[src/rtl/shifter_pkg.sv]
package shifter_pkg;

    localparam int unsigned SHF_WIDTH = 16;

    typedef enum logic [1:0] {
        MODE_SHL     = 2'b00,
        MODE_SHR_LOG = 2'b01,
        MODE_SHL_ALT = 2'b10,
        MODE_SHR_ART = 2'b11
    } shift_mode_e;

    typedef struct packed {
        logic reverse;
        logic fill;
    } shift_ctrl_t;

endpackage

[src/rtl/bit_reverse_stage.sv]
module bit_reverse_stage #(
    parameter int unsigned WIDTH = 16
) (
    input  logic             enable,
    input  logic [WIDTH-1:0] data_in,
    output logic [WIDTH-1:0] data_out
);

    logic [WIDTH-1:0] mirrored_d;

    for (genvar i = 0; i < WIDTH; i++) begin : g_mirror
        assign mirrored_d[i] = data_in[WIDTH-1-i];
    end

    always_comb begin
        data_out = enable ? mirrored_d : data_in;
    end

endmodule

[src/rtl/left_shift_stage.sv]
module left_shift_stage #(
    parameter int unsigned WIDTH = 16,
    parameter int unsigned DIST  = 1
) (
    input  logic             enable,
    input  logic             fill,
    input  logic [WIDTH-1:0] data_in,
    output logic [WIDTH-1:0] data_out
);

    logic [WIDTH-1:0] moved_d;

    if (DIST < WIDTH) begin : g_partial
        assign moved_d = {data_in[WIDTH-1-DIST:0], {DIST{fill}}};
    end else begin : g_full
        assign moved_d = {WIDTH{fill}};
    end

    always_comb begin
        data_out = enable ? moved_d : data_in;
    end

endmodule

[src/rtl/reversing_shifter.sv]
module reversing_shifter
    import shifter_pkg::*;
#(
    parameter int unsigned WIDTH = SHF_WIDTH
) (
    input  logic [WIDTH-1:0] operand_a,
    input  logic [WIDTH-1:0] operand_b,
    input  logic [1:0]       shift_mode,
    output logic [WIDTH-1:0] result
);

    localparam int unsigned STAGES = $clog2(WIDTH);

    shift_ctrl_t                   ctrl_d;
    logic [STAGES:0][WIDTH-1:0]    stage_d;
    logic [WIDTH-1:0]              post_d;

    always_comb begin
        ctrl_d         = '0;
        ctrl_d.reverse = shift_mode[0];
        ctrl_d.fill    = (shift_mode == MODE_SHR_ART) ? operand_a[WIDTH-1] : 1'b0;
    end

    bit_reverse_stage #(.WIDTH(WIDTH)) u_pre_rev (
        .enable   (ctrl_d.reverse),
        .data_in  (operand_a),
        .data_out (stage_d[0])
    );

    for (genvar s = 0; s < STAGES; s++) begin : g_stage
        left_shift_stage #(.WIDTH(WIDTH), .DIST(1 << s)) u_shl (
            .enable   (operand_b[s]),
            .fill     (ctrl_d.fill),
            .data_in  (stage_d[s]),
            .data_out (stage_d[s+1])
        );
    end

    bit_reverse_stage #(.WIDTH(WIDTH)) u_post_rev (
        .enable   (ctrl_d.reverse),
        .data_in  (stage_d[STAGES]),
        .data_out (post_d)
    );

    assign result = post_d;

endmodule

[config.mk]
export PLATFORM = sky130hd
export DESIGN_NAME = reversing_shifter
export DESIGN_NICKNAME = d
export VERILOG_FILES = /design/src/rtl/shifter_pkg.sv /design/src/rtl/bit_reverse_stage.sv /design/src/rtl/left_shift_stage.sv /design/src/rtl/reversing_shifter.sv
export SDC_FILE = /design/constraint.sdc
export NUM_CORES = 1
export LEC_CHECK = 0
export BUFFER_PORTS_ARGS = -buffer_cell sky130_fd_sc_hd__buf_2
export CORE_MARGIN = 2
export CORE_UTILIZATION = 56
export DETAILED_ROUTE_END_ITERATION = 10
export PLACE_DENSITY = 0.9
export SYNTH_ARGS = -nofsm -noshare
export SYNTH_HDL_FRONTEND = slang
export SYNTH_SLANG_ARGS = --single-unit
[constraint.sdc]
create_clock -name vclk -period 2.81
set_clock_uncertainty 0.05 [all_clocks]
set_input_delay 0.4215 -clock vclk [all_inputs]
set_output_delay 0.4215 -clock vclk [all_outputs]
set_load 0.005 [all_outputs]
==> results.sh <==
export IMPL_tightest_slew_ns=0.4705
export IMPL_drc=0
export IMPL_critPathMaxFanout=11
export IMPL_hpwl_mm=4.201
export IMPL_setup_viol=0
export IMPL_antenna_cells=0
export IMPL_crit_slowest_cell="mux4_2"
export IMPL_end_kind="output pin"
export IMPL_io_pin_count=50
export IMPL_worstSetupPathType="in -> out"
export IMPL_coreArea_mm2=0.002978
export IMPL_syn_inst=237
export IMPL_gp_congestion=1.016
export IMPL_worstPathArrival_ns=2.24
export IMPL_grt_pass1_wl_mm=9.190
export IMPL_globalRouteTotalUtil_pct=33.45
export IMPL_finalSetupTns_ns=0
export IMPL_die_x_um=59.15
export IMPL_pre_cts_ws_ns=-0.1007
export IMPL_dieArea_mm2=0.003498
export IMPL_seq_area_frac_synth_pct=0
export IMPL_syn_area_mm2=0.001703
export IMPL_hold_path_class="in -> out"
export IMPL_cellLeakagePower_nw=0.8239
export IMPL_drive_gt1_share_pct=27.69
export IMPL_pwr_density_cell_mw_per_mm2=197.0
export IMPL_routed_wl_mm=5.690
export IMPL_multi_input_area_mm2=0.001560
export IMPL_post_drt_via_cell_ratio=7.474
export IMPL_synth_warnings=0
export IMPL_num_rows=20
export IMPL_syn_area_per_cell_um2=7.185
export IMPL_cp_cell_sequence="clkbuf_4, buf_12, mux2_4, nor2_4, nor2_1, mux4_2, o221ai_2, o21ai_1, buf_2"
export IMPL_nClkBuffers=0
export IMPL_grt_overflow_total=0
export IMPL_relSlewSlack_pct=67.73
export IMPL_fin_area_mm2=0.001929
export IMPL_post_route_period_util_pct=96.41
export IMPL_port_buffers=38
export IMPL_nFlopsAndLatches=0
export IMPL_timing_hold_ws_ns=1.306
export IMPL_clock_fmax_ghz=0.3691
export IMPL_drt_wirelength_per_cell_um=19.42
export IMPL_cp_start_kind="input port"
export IMPL_drt_pass1_iterations=5
export IMPL_die_h_um=59.15
export IMPL_synth_nets=271
export IMPL_layout_nets=296
export IMPL_maxCapViolCount=0
export IMPL_holdPathStages=4
export IMPL_finalMaxSlewViolations=0
export IMPL_hold_viol=0
export IMPL_regArea_um2=0
export IMPL_crit_path_max_incr_delay_ns=0.51
export IMPL_grt_max_degree=44
export IMPL_total_power_mw=0.3800
export IMPL_antenna_found_initial=0
export IMPL_final_core_util_pct=64.79
export IMPL_status="complete, no violations"
export IMPL_drtIter0Drc=257
export IMPL_vias=2190
export IMPL_place_area_mm2=0.001909
export IMPL_cts_setup_buffers=0
export IMPL_final_cells=293
export IMPL_synth_distinct_cells=60
export IMPL_detail_route_antenna_nets=0
export IMPL_dp_cells=293
export IMPL_synthToLayoutAreaGrowth_pct=13.30
export IMPL_start_util_pct=57.18
export IMPL_grt_setup_unrepaired="yes"
export IMPL_first_global_vias=1877
export IMPL_fin_ws_ns=0.1008
export IMPL_vdd_drop_max_mv=0.1404
export IMPL_cp_data_required_time_ns=2.34
export IMPL_num_fill_cells=263
export IMPL_fin_crit_ns=2.709
## power by group
| group | internal (mW) | total (mW) | switching [mW] |
|---|---|---|---|
| clock | 0 | 0 | 0 |
| sequential | 0 | 0 | 0 |
| combinational | 0.164 | 0.380 | 0.216 |
## cells by family after synthesis
group                     share of synthesized area [%]
and+or+nand+nor                                   23.29
AOI/OAI and AO/OA                                 33.21
muxes                                             33.58
buffers and inverters                             9.405
xor gates and xnor gates                         0.5144
## metal layers
layer  GRT usage, %  share of wire, %  vias to the layer above
met4          7.792               3.0                        0
met5              0                 0                        -
met2          54.92                46                      178
li1               -                 -                      973
met3          2.838                12                       20
met1          47.52                39                     1019
## cells in the final DEF, fill, tap and decap left out, types with 3 or more instances in the layout
cell and count:
a211oi_1 5, a21oi_1 11, a22o_1 3, and2_1 3
and3_1 4, buf_12 3, buf_2 37, buf_4 8
inv_1 3, mux2_1 3, mux2_2 4, mux2i_1 26
mux4_2 9, nand2_1 29, nand2b_1 5, nand3_1 8
nor2_1 17, nor2b_1 4, nor3_1 3, o21ai_0 8
o21ai_1 7, o22ai_1 12, o311ai_1 3
## area by class of cell
type / count / share of cell area (%)
multi-input combinational: 207 / 80.87
tap: 33 / 2.140
timing repair buffer: 49 / 16.21
inverter: 4 / 0.7782
## critical path: cells and delay by family
kind | cells | cell delay (ns)
buf+inv | 3 | 0.55
compound gates | 2 | 0.27
mux | 2 | 0.84
simple gates | 2 | 0.16
## Yosys cell counts, types with 4 or more instances
| cell type | instances | area [um2] |
|---|---|---|
| buf_4 | 5 | 37.54 |
| o21ai_0 | 8 | 40.04 |
| o21ai_1 | 7 | 35.03 |
| buf_2 | 8 | 40.04 |
| mux4_2 | 9 | 202.7 |
| nand2_1 | 29 | 108.9 |
| mux2i_1 | 26 | 260.3 |
| clkbuf_1 | 11 | 41.29 |
| nor2_1 | 17 | 63.81 |
| and3_1 | 4 | 25.02 |
| mux2_2 | 4 | 45.04 |
| nand2b_1 | 5 | 31.28 |
| o22ai_1 | 12 | 75.07 |
| nor2b_1 | 4 | 25.02 |
| nand3_1 | 8 | 40.04 |
| a211oi_1 | 5 | 37.54 |
| a21oi_1 | 11 | 55.05 |
## what timing repair did
action / CTS / global route
hold buffers: 0 / 0
gates resized for setup: 1 / 2
endpoints found under the setup margin: 2 / 8
## final timing paths
| path | startpoint | to | slack (ns) |
|---|---|---|---|
| worst max-delay path | operand_b[0] | result[5] | 0.10 |
| worst min-delay path | operand_b[3] | result[8] | 1.31 |
Note: power is estimated with default switching activity, not from simulation.
